===== config.mk =====
export PLATFORM = sky130hd
export DESIGN_NAME = cmdexec_top
export DESIGN_NICKNAME = d
export VERILOG_FILES = /design/src/rtl/cmdexec_pkg.sv /design/src/rtl/cmdexec_csr.sv /design/src/rtl/cmdexec_seq.sv /design/src/rtl/cmdexec_wrport.sv /design/src/rtl/cmdexec_top.sv
export SDC_FILE = /design/constraint.sdc
export NUM_CORES = 1
export LEC_CHECK = 0
export ABC_AREA = 1
export ABC_CLOCK_PERIOD_IN_PS = 2400
export BUFFER_PORTS_ARGS = -buffer_cell sky130_fd_sc_hd__buf_4
export CORE_MARGIN = 1
export CORE_UTILIZATION = 58
export DETAILED_ROUTE_END_ITERATION = 8
export PLACE_DENSITY = 0.89
export SYNTH_ARGS = -nofsm -noshare
export SYNTH_HDL_FRONTEND = slang
export SYNTH_SLANG_ARGS = --single-unit

===== constraint.sdc =====
create_clock -name clk -period 2.4 [get_ports clk]
set_input_delay 0.48 -clock clk [delete_from_list [all_inputs] [get_ports clk]]
set_output_delay 0.48 -clock clk [all_outputs]
set_load 0.02 [all_outputs]

===== src/rtl/cmdexec_pkg.sv =====
package cmdexec_pkg;

    localparam int DW    = 32;
    localparam int OFF_W = 20;
    localparam int BE_W  = 4;

    localparam logic [7:0] OP_DIRECT  = 8'h01;
    localparam logic [7:0] OP_INDEXED = 8'h09;

    localparam logic [1:0] CSR_CTRL = 2'd0;
    localparam logic [1:0] CSR_HEAD = 2'd1;
    localparam logic [1:0] CSR_TAIL = 2'd2;

    typedef enum logic [2:0] {
        S_IDLE,
        S_REQ_A,
        S_WAIT_A,
        S_REQ_B,
        S_WAIT_B,
        S_EXEC,
        S_REQ_D,
        S_WAIT_D
    } seq_state_e;

    typedef enum logic [1:0] {
        K_DIRECT,
        K_INDEXED,
        K_NOP,
        K_BAD
    } slot_kind_e;

    typedef struct packed {
        logic [7:0]       op;
        logic [BE_W-1:0]  be;
        logic [OFF_W-1:0] off;
    } ctl_word_t;

    typedef struct packed {
        logic             valid;
        logic [OFF_W-1:0] off;
        logic [BE_W-1:0]  be;
        logic [DW-1:0]    data;
    } wr_req_t;

    function automatic slot_kind_e classify(input logic [DW-1:0] w0, input ctl_word_t w1);
        if (w1.op == OP_DIRECT)
            return K_DIRECT;
        else if (w1.op == OP_INDEXED)
            return K_INDEXED;
        else if (w0 == '0 && w1 == '0)
            return K_NOP;
        else
            return K_BAD;
    endfunction

endpackage


===== src/rtl/cmdexec_csr.sv =====
module cmdexec_csr
    import cmdexec_pkg::*;
#(
    parameter int AW = 12
) (
    input  logic          clk,
    input  logic          rst,
    input  logic          csr_we,
    input  logic [1:0]    csr_addr,
    input  logic [AW-1:0] csr_wdata,
    input  logic          busy,
    output logic          enable,
    output logic [AW-1:0] head,
    output logic [AW-1:0] tail,
    output logic          start
);

    logic idle_wr;

    assign idle_wr = csr_we && !busy;
    assign start   = idle_wr && (csr_addr == CSR_TAIL) && enable && (csr_wdata != head);

    always_ff @(posedge clk) begin
        if (rst) begin
            enable <= 1'b0;
            head   <= '0;
            tail   <= '0;
        end else if (idle_wr) begin
            case (csr_addr)
                CSR_CTRL: enable <= csr_wdata[0];
                CSR_HEAD: head   <= csr_wdata;
                CSR_TAIL: tail   <= csr_wdata;
                default:  ;
            endcase
        end
    end

endmodule


===== src/rtl/cmdexec_seq.sv =====
module cmdexec_seq
    import cmdexec_pkg::*;
#(
    parameter int AW = 12
) (
    input  logic          clk,
    input  logic          rst,
    input  logic          start,
    input  logic [AW-1:0] head,
    input  logic [AW-1:0] tail,
    output logic          mem_req,
    output logic [AW-3:0] mem_addr,
    input  logic          mem_rvalid,
    input  logic [DW-1:0] mem_rdata,
    output logic          busy,
    output logic          err,
    output wr_req_t       wr
);

    seq_state_e       state;
    logic [AW-1:0]    ptr;
    logic [DW-1:0]    w0;
    ctl_word_t        w1;
    logic [DW-1:0]    cnt;
    logic [OFF_W-1:0] blk_off;
    slot_kind_e       kind;
    logic [AW-1:0]    ptr_inc;
    logic [AW-1:0]    ptr_aln;
    logic             at_end;

    assign kind    = classify(w0, w1);
    assign ptr_inc = ptr + AW'(4);
    assign ptr_aln = {ptr_inc[AW-1:3] + (AW-3)'(|ptr_inc[2:0]), 3'b000};
    assign at_end  = (ptr == tail);

    assign busy     = (state != S_IDLE);
    assign mem_addr = ptr[AW-1:2];
    assign mem_req  = (state == S_REQ_A && !at_end) || (state == S_REQ_B) || (state == S_REQ_D);

    always_comb begin
        wr = '0;
        if (state == S_EXEC && kind == K_DIRECT) begin
            wr.valid = 1'b1;
            wr.off   = w1.off;
            wr.be    = w1.be;
            wr.data  = w0;
        end else if (state == S_WAIT_D && mem_rvalid) begin
            wr.valid = 1'b1;
            wr.off   = blk_off;
            wr.be    = '1;
            wr.data  = mem_rdata;
        end
    end

    always_ff @(posedge clk) begin
        if (rst) begin
            state   <= S_IDLE;
            ptr     <= '0;
            w0      <= '0;
            w1      <= '0;
            cnt     <= '0;
            blk_off <= '0;
            err     <= 1'b0;
        end else begin
            case (state)
                S_IDLE: begin
                    if (start) begin
                        ptr   <= head;
                        err   <= 1'b0;
                        state <= S_REQ_A;
                    end
                end
                S_REQ_A: state <= at_end ? S_IDLE : S_WAIT_A;
                S_WAIT_A: begin
                    if (mem_rvalid) begin
                        w0    <= mem_rdata;
                        ptr   <= ptr_inc;
                        state <= S_REQ_B;
                    end
                end
                S_REQ_B: state <= S_WAIT_B;
                S_WAIT_B: begin
                    if (mem_rvalid) begin
                        w1    <= mem_rdata;
                        ptr   <= ptr_inc;
                        state <= S_EXEC;
                    end
                end
                S_EXEC: begin
                    state <= S_REQ_A;
                    case (kind)
                        K_INDEXED: begin
                            cnt     <= w0;
                            blk_off <= w1.off;
                            if (w0 != '0)
                                state <= S_REQ_D;
                        end
                        K_BAD:   err <= 1'b1;
                        default: ;
                    endcase
                end
                S_REQ_D: state <= S_WAIT_D;
                S_WAIT_D: begin
                    if (mem_rvalid) begin
                        cnt <= cnt - DW'(1);
                        if (cnt == DW'(1)) begin
                            ptr   <= ptr_aln;
                            state <= S_REQ_A;
                        end else begin
                            ptr   <= ptr_inc;
                            state <= S_REQ_D;
                        end
                    end
                end
                default: state <= S_IDLE;
            endcase
        end
    end

endmodule


===== src/rtl/cmdexec_wrport.sv =====
module cmdexec_wrport
    import cmdexec_pkg::*;
(
    input  logic             clk,
    input  logic             rst,
    input  wr_req_t          wr,
    output logic             reg_we,
    output logic [OFF_W-1:0] reg_addr,
    output logic [BE_W-1:0]  reg_be,
    output logic [DW-1:0]    reg_wdata
);

    always_ff @(posedge clk) begin
        if (rst) begin
            reg_we    <= 1'b0;
            reg_addr  <= '0;
            reg_be    <= '0;
            reg_wdata <= '0;
        end else begin
            reg_we <= wr.valid;
            if (wr.valid) begin
                reg_addr  <= wr.off;
                reg_be    <= wr.be;
                reg_wdata <= wr.data;
            end
        end
    end

endmodule


===== src/rtl/cmdexec_top.sv =====
module cmdexec_top
    import cmdexec_pkg::*;
#(
    parameter int AW = 12
) (
    input  logic             clk,
    input  logic             rst,
    input  logic             csr_we,
    input  logic [1:0]       csr_addr,
    input  logic [AW-1:0]    csr_wdata,
    output logic             st_enable,
    output logic             st_busy,
    output logic             st_err,
    output logic             mem_req,
    output logic [AW-3:0]    mem_addr,
    input  logic             mem_rvalid,
    input  logic [DW-1:0]    mem_rdata,
    output logic             reg_we,
    output logic [OFF_W-1:0] reg_addr,
    output logic [BE_W-1:0]  reg_be,
    output logic [DW-1:0]    reg_wdata
);

    logic [AW-1:0] head;
    logic [AW-1:0] tail;
    logic          start;
    wr_req_t       wr;

    cmdexec_csr #(.AW(AW)) u_csr (
        .clk       (clk),
        .rst       (rst),
        .csr_we    (csr_we),
        .csr_addr  (csr_addr),
        .csr_wdata (csr_wdata),
        .busy      (st_busy),
        .enable    (st_enable),
        .head      (head),
        .tail      (tail),
        .start     (start)
    );

    cmdexec_seq #(.AW(AW)) u_seq (
        .clk        (clk),
        .rst        (rst),
        .start      (start),
        .head       (head),
        .tail       (tail),
        .mem_req    (mem_req),
        .mem_addr   (mem_addr),
        .mem_rvalid (mem_rvalid),
        .mem_rdata  (mem_rdata),
        .busy       (st_busy),
        .err        (st_err),
        .wr         (wr)
    );

    cmdexec_wrport u_wrport (
        .clk       (clk),
        .rst       (rst),
        .wr        (wr),
        .reg_we    (reg_we),
        .reg_addr  (reg_addr),
        .reg_be    (reg_be),
        .reg_wdata (reg_wdata)
    );

endmodule


==> results.md, run 1 <==
- Total power: 7.500 mW
- First-pass GRT wire length: 43,190 um
- Post-synthesis sequential area ratio: 42.28%
- Internal power: 5.848 mW
- Die extent in y: 134.2 um
- Cell total after placement: 1,720
- Relative slew slack: 45.84%
- # rows: 47
- Die area: 18,000 um2
- Final Non-Filler Cells: 1,760
- Ports: 121
- Routed Antenna Nets: 0
- Post-CTS Repair Setup Buffers: 0
- Routability congestion estimate from global placement: 0.9315
- Fin. max-slew vios: 0
- Total number of vias: 10.10k
- Antenna violations before repair: 0
- Iter 0 DRT Violations: 987
- Sequential share of power: 48.1%
- Kind of critical path: register to output port
- Post-Syn Instances: 1,442
- CTS tree: done
- Area Overhead vs Synth: 17.69%
- Yosys warnings: 0
- Max-cap viol count: 0
- Clock-pin slew on the worst setup and hold paths: 70 ps
- Critical Path RT: 1920 ps
- CP endpoint kind: output port
- Yosys cell types: 40
- Htree depth: 1
- Switching part of the total: 22.03%
- Mux contribution to synthesized area: 0%
- Nets@finish: 1,580
- Clk_skew: 15.39 ps
- Total gr overflow: 0
- HP Class: input pin to register
- Startpoint Class: register
- Setup-failing EPs final: 0
- WL final: 27,320 um
- Static Leak: 5.109 nW
- Final HPWL DP: 18,480 um
- Worst path bufs/invs: 1
- Adder-Cell Fraction of Synth Area: 0.6174%
- Worst Tran Pin Value: 812.5 ps
- CP dominant cell by count: nand3_1
- Core footprint: 16,820 um2
- Crit-path cells: xor2_1 > nor3_2 > nand3_1 > nand2_1 > nand3_1 > buf_4
- Largest net degree at the start of global routing: 107
- Total clock sinks: 214
- Clock power share: 47.2%
- Vias per cell: 5.741
- Longest Clk Path Bufs: 3
- Chip width: 134.2 um
- Slowest CP cell: dfxtp_1
- Initial Utilization: 60.25%
- #FFs+latches synth: 214
- Largest family of logic cells by synthesized area: compound AO/OA/AOI/OAI gates
- Area share of xor/xnor cells in the synthesized design: 3.198%
- Compound-cell area share of the yosys netlist: 23.23%
- Maximum clock frequency: 433.1 MHz
- Mean post-synth cell area: 7.027 um2
- Psw: 1.652 mW
- WL per Instance: 15.52 um
- Layout cell share with drive strength beyond 1: 14.22%
- Vias in the first global route: 9,001
- Crit path max fanout: 5
- Pwr Density: 628.8 nW/um2
- Tot GR Track Use: 29.12%
- TritonCTS Buffers: 23
- Worst Path Arrival: 1830 ps
- Worst VDD drop: 558.9 uV
- Drc violations: 0
- Router iterations before antenna repair: 9
- Diode count: 0
- Synth Cell Area: 10,130 um2
- Async set-reset flop share out of synthesis: 0%
- Port Buf Inserts: 120
- Post-synth EDFFs: 0
- CP top delay family: simple AND/OR/NAND/NOR gates
- Clk root buf: clkbuf_16
- Min Tclk post-route: 2309 ps
- Tcrit/Tclk final: 96.21%
- Logic gate share of total power: 4.7%
- Post-Synth Simple-Gate Area: 20.22%
- Fin. Hold Viols: 0
- Status: finished, final reports clean
- Synth Flop Type: dfxtp_1
- Slowest cell delay on critical path: 460 ps
- Fill cells: 1,297
- Syn nets: 1,497
- Clk_lat worst skew: 510 ps
[Yosys cell counts, types with 7 or more instances]
cell	instances	area, um2
dfxtp_1	214	4284
a21oi_1	208	1041
nand2_1	188	705.7
nor2_1	184	690.7
inv_1	176	660.6
o21ai_0	169	845.8
clkbuf_1	56	210.2
o22ai_1	47	294.0
nand3_1	40	200.2
nand4_1	21	131.4
xnor2_1	19	166.4
xor2_1	18	157.7
buf_2	11	55.05
buf_4	10	75.07
a211oi_1	9	67.56
inv_2	8	30.03
nor2_2	7	43.79
[power by group through the flow]
stage / clock, mW / sequential [mW] / combinational [mW]
after floorplan: 0 / 3.68 / 0.201
after global placement: 0 / 3.68 / 0.330
after detailed placement: 0 / 3.68 / 0.339
after CTS: 3.55 / 3.60 / 0.346
after global routing: 3.68 / 3.61 / 0.387
final: 3.54 / 3.60 / 0.352
[path summary, 6_finish.rpt]
path	end	from	depth (start not counted)	slack, ps
max	mem_req	u_seq.ptr[3]$_SDFFE_PP0P_	6	90
min	u_csr.head[7]$_SDFFE_PP0P_	csr_wdata[7]	3	240
max reg2reg	u_seq.cnt[29]$_SDFFE_PP0P_	u_seq.state[2]$_SDFFE_PP0P_	9	200
min reg2reg	u_seq.blk_off[12]$_SDFFE_PP0P_	u_seq.blk_off[12]$_SDFFE_PP0P_	2	450
[sequential cells by signal, summed over array words and instances (netlist names)]
name	cells
u_wrport.reg_be	4
u_seq.w0	32
u_seq.cnt	32
u_csr.enable	1
u_wrport.reg_wdata	32
u_wrport.reg_we	1
u_seq.err	1
u_seq.blk_off	20
u_csr.tail	12
u_seq.state	3
u_seq.w1	32
u_wrport.reg_addr	20
u_csr.head	12
u_seq.ptr	12
[layer usage]
layer / global-route usage (%) / up-vias / routed length [um]
met3: 4.044 / 70 / 2050
met1: 38.90 / 4663 / 11750
met2: 48.45 / 452 / 12720
li1: - / 4919 / -
met5: 0 / - / 0
met4: 9.675 / 0 / 801
[cell families after synthesis]
kind of cell | after synthesis
adder cells (fa/ha/maj) | 5
AND/OR/NAND/NOR | 474
flip-flops | 214
AO/OA/AOI/OAI | 446
XOR/XNOR | 37
buffers and inverters | 266
[through the flow]
step | utilization (%) | setup slack (ps) | setup TNS, ps | hold WS, ps | area, um2
after floorplan | - | 678.9 | 0 | 429.0 | 10130
after global routing | 70.91 | -10.03 | -10.03 | 246.7 | 11930
final | 70.91 | 90.86 | 0 | 235.2 | 11930
after detailed placement | 66.19 | -207.9 | -7165 | 445.1 | 11130
after CTS | 70.73 | 12.44 | 0 | 229.4 | 11900
after global placement | 66.19 | -111.6 | -1301 | 437.9 | 11130
[tightest hold or removal path, cell delays in order]
cell and delay, ps:
buf_4 100, nor2_1 40, nor2_1 80
[layout by cell type, fill, tap and decap left out, types with 3 or more instances in the layout]
cell,Yosys,routed
xor2_1,18,17
nand4_1,21,21
nand3b_1,6,6
xnor2_1,19,19
dfxtp_1,214,210
clkinvlp_4,0,3
nor2_1,184,182
ha_1,5,5
nand2_2,3,3
dfxtp_2,0,4
nor3_1,6,4
buf_4,10,136
nand3_1,40,39
inv_1,176,175
clkbuf_16,0,23
a21oi_1,208,208
nor4_1,6,6
a211oi_1,9,9
o211ai_1,4,4
nor2_2,7,8
buf_12,0,3
clkbuf_1,56,4
o22ai_1,47,47
clkinv_2,0,3
a31oi_1,3,3
nand2_1,188,188
nand3_4,2,3
nor2_4,3,4
inv_2,8,9
clkbuf_8,0,5
o21ai_0,169,169
[repair_timing]
action                     CTS  global route
hold endpoints to repair     0             0
gates resized for setup      2             8
pin swaps                    0             0
setup endpoints to repair   55            11
hold buffers                 0             0
[cell type report]
class / instances / area, um2 / share of cell area (%)
multi-input cells: 962 / 4830 / 40.50
flip-flops and latches: 214 / 4289 / 35.96
repair buffers: 139 / 1081 / 9.064
inverters: 185 / 694.4 / 5.823
clock buffers: 32 / 659.4 / 5.529
well taps: 220 / 275.3 / 2.308
clock inverters: 8 / 97.59 / 0.8183
(Power assumes the default switching activity.)
==> run 2: changes to the inputs <==
--- a/config.mk
+++ b/config.mk
@@ -6,12 +6,12 @@
 export NUM_CORES = 1
 export LEC_CHECK = 0
 export ABC_AREA = 1
-export ABC_CLOCK_PERIOD_IN_PS = 2400
+export ABC_CLOCK_PERIOD_IN_PS = 3000
 export BUFFER_PORTS_ARGS = -buffer_cell sky130_fd_sc_hd__buf_4
 export CORE_MARGIN = 1
-export CORE_UTILIZATION = 58
+export CORE_UTILIZATION = 60
 export DETAILED_ROUTE_END_ITERATION = 8
-export PLACE_DENSITY = 0.89
+export PLACE_DENSITY_LB_ADDON = 0.1
 export SYNTH_ARGS = -nofsm -noshare
 export SYNTH_HDL_FRONTEND = slang
 export SYNTH_SLANG_ARGS = --single-unit
==> constraint.sdc (replaced) <==
create_clock -name clk -period 3 [get_ports clk]
set_input_delay 0.6 -clock clk [delete_from_list [all_inputs] [get_ports clk]]
set_output_delay 0.6 -clock clk [all_outputs]
set_load 0.02 [all_outputs]
==> results.md, run 2 (synthesis gave the netlist of run 1 again) <==
- Tcrit/Tclk final: 85.63%
- Startpoint Class: register (unchanged)
- Area of placed instances: 11,070 um2 (was 11,130 um2)
- Post-layout util: 71.45% (was 70.91%)
- Drc violations: 0 (unchanged)
- Nets@finish: 1,574 (was 1,580)
- WL per Instance: 15.60 um (was 15.52 um)
- Static Leak: 5.066 nW (was 5.109 nW)
- Final Cell Area: 11,810 um2 (was 11,930 um2)
- First-pass GRT wire length: 43,720 um (was 43,190 um)
- RSZ-0062 raised after global routing: false
- Hold buffers post-CTS: 0 (unchanged)
- # rows: 47 (unchanged)
- Max-cap viol count: 0 (unchanged)
- Die extent in y: 132.0 um (was 134.2 um)
- Psw: 1.310 mW (was 1.652 mW)
- Crit path from: u_seq.ptr[7]$_SDFFE_PP0P_ (was u_seq.ptr[3]$_SDFFE_PP0P_)
- Most frequent cells in the layout: dfxtp_1 (214), a21oi_1 (208), nand2_1 (188), nor2_1 (183), inv_1 (175) (was dfxtp_1 (210), a21oi_1 (208), nand2_1 (188), nor2_1 (182), inv_1 (175))
- Port Buf Inserts: 120 (unchanged)
- Worst Path Arrival: 1970 ps (was 1830 ps)
- Worst Tran Pin Value: 974.6 ps (was 812.5 ps)
- Die area: 17,410 um2 (was 18,000 um2)
- Relative slew slack: 34.93% (was 45.84%)
- Clk_skew: 7.512 ps (was 15.39 ps)
- Area Overhead vs Synth: 16.51% (was 17.69%)
- Worst Hold Path Cells: 3 (unchanged)
- Largest net degree at the start of global routing: 74 (was 107)
- TritonCTS Buffers: 23 (unchanged)
- Vias in the first global route: 8,723 (was 9,001)
- Critical Path RT: 2400 ps (was 1920 ps)
- Clock power share: 46.6% (was 47.2%)
- Status: finished, final reports clean (unchanged)
- Min Tclk post-route: 2569 ps
- Iter 0 DRT Violations: 763 (was 987)
- Total number of vias: 9,868 (was 10.10k)
- Chip width: 132.0 um (was 134.2 um)
- Core footprint: 16,520 um2 (was 16,820 um2)
- Post-CTS Repair Setup Buffers: 0 (unchanged)
- Fin. max-slew vios: 0 (unchanged)
- Antenna violations before repair: 0 (unchanged)
- TNS Setup: 0 ps (unchanged)
- Post-CTS sizing: 0 (was 2)
- Commonest non-fill, non-tap cell in the layout: dfxtp_1 (unchanged)
- Switching part of the total: 22.11% (was 22.03%)
- Tot GR Track Use: 30.72% (was 29.12%)
- Clk_lat worst skew: 500 ps (was 510 ps)
- R2r startpoint: u_seq.state[2]$_SDFFE_PP0P_ (unchanged)
- Fill cells: 1,430 (was 1,297)
- Total gr overflow: 0 (unchanged)
- WL final: 27,370 um (was 27,320 um)
- Reg2reg path depth: 8 (was 9)
- Layout cell share with drive strength beyond 1: 13.30% (was 14.22%)
- Ports: 121 (unchanged)
- CP endpoint kind: output port (unchanged)
- Total clock sinks: 214 (unchanged)
- Vias per cell: 5.626 (was 5.741)
- CTS tree: done (unchanged)
- Sequential share of power: 48.7% (was 48.1%)
- Router iterations before antenna repair: 5 (was 9)
- Longest Clk Path Bufs: 3 (unchanged)
- Fin. Hold Viols: 0 (unchanged)
- Routability congestion estimate from global placement: 0.8868 (was 0.9315)
- Pre-CTS worst setup slack: 652.9 ps (was -207.9 ps)
- Maximum clock frequency: 389.3 MHz
- Pwr Density: 501.8 nW/um2 (was 628.8 nW/um2)
- Clock-pin slew on the worst setup and hold paths: 60 ps (was 70 ps)
- Htree depth: 1 (unchanged)
- Clk root buf: clkbuf_16 (unchanged)
- Internal power: 4.615 mW (was 5.848 mW)
- Setup-failing EPs final: 0 (unchanged)
- Setup ws final: 431.2 ps (was 90.86 ps)
- Crit path max fanout: 5 (unchanged)
- Initial Utilization: 61.32% (was 60.25%)
- Logic gate share of total power: 4.7% (about the same)
- Kind of critical path: register to output port (unchanged)
- Worst VDD drop: 441.1 uV (was 558.9 uV)
- Final HPWL DP: 19,120 um (was 18,480 um)
- Diode count: 0 (unchanged)
- HP Start: csr_wdata[3] (was csr_wdata[7])
- HP Class: input pin to register (unchanged)
- Routed Antenna Nets: 0 (unchanged)
[run 2: changes by cell type in the layout (fill, tap and decap cells not counted), moves of 2 or more]
cell,delta
dfxtp_1,+4
dfxtp_2,-4
nor3_1,+2
buf_4,-5
clkinv_2,+2
nor3_2,-2
clkinvlp_4,-3
[run 2: power by group through the flow]
stage / clock (mW) / sequential, mW / combinational (mW)
floorplan: 0 / 2.94 / 0.161
global placement: 0 / 2.95 / 0.272
detailed placement: 0 / 2.95 / 0.275
CTS: 2.78 / 2.88 / 0.277
global route: 2.88 / 2.89 / 0.309
finish: 2.76 / 2.88 / 0.279
[run 2: stage by stage]
step	power (mW)	hold slack (ps)	instances
2_1_floorplan	3.102	429.0	1442
3_3_place_gp	3.217	438.7	1714
3_5_place_dp	3.222	444.0	1714
4_1_cts	5.941	350.6	1754
5_1_grt	6.077	377.2	1754
6_report	5.924	360.3	1754
[run 2: cell type report]
cell class / instances / area, um2 / share of cell area [%]
multi-input combinational: 962 / 4797 / 40.63
sequential: 214 / 4284 / 36.29
tap: 220 / 275.3 / 2.332
timing repair buffer: 133 / 1023 / 8.669
inverter: 185 / 694.4 / 5.882
clock inverter: 6 / 55.05 / 0.4663
clock buffer: 34 / 676.9 / 5.733
[run 2: worst max-delay path: stages, from the launching register on]
cell	delay, ps
dfxtp_1	450
xnor2_1	150
nand2_1	80
nor3_1	220
nand3_1	170
nand2_1	100
nand3_1	120
buf_4	190
[run 2: final timing paths]
path	end	slack, ps
max	mem_req	430
min	u_csr.head[3]$_SDFFE_PP0P_	360
max reg2reg	u_seq.cnt[29]$_SDFFE_PP0P_	810
min reg2reg	u_seq.blk_off[19]$_SDFFE_PP0P_	450
[run 2: metal layers]
metal | part of all wire (%) | vias to the layer above | global-route usage [%]
li1 | - | 4894 | -
met1 | 44 | 4557 | 41.52
met2 | 46 | 355 | 49.65
met3 | 6.7 | 62 | 3.806
met4 | 3.8 | 0 | 12.98
met5 | 0 | - | 0
==> run 3: changes to the inputs <==
--- a/config.mk
+++ b/config.mk
@@ -8,10 +8,13 @@
 export ABC_AREA = 1
 export ABC_CLOCK_PERIOD_IN_PS = 3000
 export BUFFER_PORTS_ARGS = -buffer_cell sky130_fd_sc_hd__buf_4
+export CELL_PAD_IN_SITES_DETAIL_PLACEMENT = 0
+export CELL_PAD_IN_SITES_GLOBAL_PLACEMENT = 2
 export CORE_MARGIN = 1
-export CORE_UTILIZATION = 60
+export CORE_UTILIZATION = 35
 export DETAILED_ROUTE_END_ITERATION = 8
 export PLACE_DENSITY_LB_ADDON = 0.1
+export SKIP_CTS_REPAIR_TIMING = 1
 export SYNTH_ARGS = -nofsm -noshare
 export SYNTH_HDL_FRONTEND = slang
 export SYNTH_SLANG_ARGS = --single-unit
==> results.md, run 3 (synthesis gave the netlist of run 1 again) <==
- Status: finished, final reports clean (unchanged)
- Clock-pin slew on the worst setup and hold paths: 60 ps (about the same)
- Worst Hold Path Cells: 3 (unchanged)
- Clk_lat worst skew: 530 ps (was 500 ps)
- Total power: 6.782 mW (was 5.924 mW)
- Crit-path cells: nand3_2 > nor2_1 > inv_2 > nand2_1 > inv_2 > a21oi_1 > nor2_1 (was xnor2_1 > nand2_1 > nor3_1 > nand3_1 > nand2_1 > nand3_1 > buf_4)
- Chip width: 172.2 um (was 132.0 um)
- Clk root buf: clkbuf_16 (unchanged)
- Port Buf Inserts: 120 (unchanged)
- Pwr Density: 553.2 nW/um2 (was 501.8 nW/um2)
- Clk_skew: 12.74 ps (was 7.512 ps)
- Ports: 121 (unchanged)
- Total gr overflow: 0 (unchanged)
- Slowest CP cell: nor2_1 (was dfxtp_1)
- Static Leak: 5.188 nW (was 5.066 nW)
- Sequential share of power: 42.5% (was 48.7%)
- Hold path endpoint: u_csr.head[3]$_SDFFE_PP0P_ (unchanged)
- Die area: 29,640 um2 (was 17,410 um2)
- CP endpoint kind: register (was output port)
- Reg2reg path depth: 7 (was 8)
- Iter 0 DRT Violations: 577 (was 763)
- Worst VDD drop: 492.8 uV (was 441.1 uV)
- Switching part of the total: 21.98% (was 22.11%)
- Routed Antenna Nets: 0 (unchanged)
- WL per Instance: 16.62 um (was 15.60 um)
- Flop-to-flop setup slack: 270 ps (was 810 ps)
- Crit path max fanout: 53 (was 5)
- CP top delay family: simple AND/OR/NAND/NOR gates (unchanged)
- # rows: 61 (was 47)
- TritonCTS Buffers: 26 (was 23)
- Kind of critical path: register to register (was register to output port)
- Vias in the first global route: 9,151 (was 8,723)
- HP Class: input pin to register (unchanged)
- Min Tclk post-route: 2727 ps (was 2569 ps)
- Area Overhead vs Synth: 20.97% (was 16.51%)
- Tot GR Track Use: 21.63% (was 30.72%)
- CTS tree: done (unchanged)
- Final HPWL DP: 22,360 um (was 19,120 um)
- Routability congestion estimate from global placement: 0.7811 (was 0.8868)
- Layout cell share with drive strength beyond 1: 14.02% (was 13.30%)
- Startpoint Class: register (unchanged)
- Fin. Hold Viols: 0 (unchanged)
- Total number of vias: 9,542 (was 9,868)
- Clock power share: 53.2% (was 46.6%)
- Worst Path Arrival: 3100 ps (was 1970 ps)
- First-pass GRT wire length: 50,170 um (was 43,720 um)
- Core footprint: 28,160 um2 (was 16,520 um2)
- Most frequent cells in the layout: dfxtp_1 (214), a21oi_1 (208), nand2_1 (187), nor2_1 (183), inv_1 (175) (was dfxtp_1 (214), a21oi_1 (208), nand2_1 (188), nor2_1 (183), inv_1 (175))
- RSZ-0062 raised after global routing: false (unchanged)
- Logic gate share of total power: 4.3% (was 4.7%)
- Psw: 1.491 mW (was 1.310 mW)
- HP Start: csr_wdata[3] (unchanged)
- Tcrit/Tclk final: 90.90% (was 85.63%)
- Critical Path RT: 3380 ps (was 2400 ps)
- TNS Setup: 0 ps (unchanged)
- Diode count: 0 (unchanged)
- Total clock sinks: 214 (unchanged)
- Largest net degree at the start of global routing: 74 (unchanged)
- Fin. max-slew vios: 0 (unchanged)
- R2r startpoint: u_seq.state[2]$_SDFFE_PP0P_ (unchanged)
- Htree depth: 1 (unchanged)
- R2r endpoint: u_wrport.reg_wdata[16]$_SDFFE_PP0P_ (was u_seq.cnt[29]$_SDFFE_PP0P_)
- Worst Tran Pin Value: 1076 ps (was 974.6 ps)
- Die extent in y: 172.2 um (was 132.0 um)
- Fill cells: 2,971 (was 1,430)
- Vias per cell: 4.972 (was 5.626)
- WL final: 31,900 um (was 27,370 um)
- Maximum clock frequency: 366.7 MHz (was 389.3 MHz)
- Router iterations before antenna repair: 7 (was 5)
- Slowest cell delay on critical path: 700 ps (was 450 ps)
- Antenna violations before repair: 0 (unchanged)
- Max-cap viol count: 0 (unchanged)
- WHS: 324.7 ps (was 360.3 ps)
- Commonest non-fill, non-tap cell in the layout: dfxtp_1 (unchanged)
- Setup-failing EPs final: 0 (unchanged)
- Worst path bufs/invs: 2 (was 1)
- Drc violations: 0 (unchanged)
- Initial Utilization: 35.98% (was 61.32%)
- Longest Clk Path Bufs: 3 (unchanged)
- Relative slew slack: 28.27% (was 34.93%)
- Internal power: 5.291 mW (was 4.615 mW)
- Nets@finish: 1,576 (was 1,574)
-- run 3: routing by layer --
metal | wire (um) | share of wire (%) | global-route usage [%] | vias up
met5 | 0 | 0 | 0 | -
met4 | 869 | 2.7 | 6.772 | 0
met3 | 1361 | 4.3 | 2.930 | 46
met2 | 14500 | 45 | 36.01 | 210
met1 | 15160 | 48 | 28.81 | 4379
li1 | - | - | - | 4907
-- run 3: worst max-delay path by stage --
stage	startpoint	to	slack (ps)	cells past startpoint
2_1_floorplan	u_seq.ptr[2]$_SDFFE_PP0P_	u_seq.ptr[11]$_SDFFE_PP0P_	1280	13
3_3_place_gp	mem_rvalid	u_wrport.reg_addr[13]$_SDFFE_PP0P_	260	8
3_5_place_dp	mem_rvalid	u_wrport.reg_wdata[16]$_SDFFE_PP0P_	160	8
4_1_cts	u_seq.ptr[10]$_SDFFE_PP0P_	mem_req	250	7
5_1_grt	u_seq.state[2]$_SDFFE_PP0P_	u_wrport.reg_addr[13]$_SDFFE_PP0P_	40	7
6_report	u_seq.state[2]$_SDFFE_PP0P_	u_wrport.reg_wdata[16]$_SDFFE_PP0P_	270	7
-- run 3: area by class of cell --
type | instances | area [um2] | share of cell area, %
inverter | 185 | 695.7 | 5.675
clock inverter | 17 | 269.0 | 2.195
multi-input combinational | 962 | 4800 | 39.15
tap | 378 | 473.0 | 3.858
sequential | 214 | 4284 | 34.95
timing repair buffer | 132 | 1016 | 8.288
clock buffer | 31 | 720.7 | 5.879
-- run 3: power by group through the flow --
stage	clock [mW]	sequential, mW	combinational (mW)
floorplan	0	2.94	0.161
global placement	0	2.95	0.293
detailed placement	0	2.95	0.292
CTS	3.69	2.88	0.294
global route	3.82	2.89	0.323
finish	3.61	2.88	0.288
-- run 3: tightest hold or removal path, cell delays in order --
cell	delay (ps)
buf_4	90
nor2_1	40
nor2_1	80
-- run 3: metrics by stage --
stage          setup WS (ps)  cell area [um2]  utilization, %  instances
5_1_grt                43.28            12260           43.52       1919
6_report               273.1            12260           43.52       1919
4_1_cts                251.1            12260           43.52       1919
3_3_place_gp           257.2            11270           40.01       1871
2_1_floorplan           1279            10130               -       1442
3_5_place_dp           158.3            11270           40.01       1871
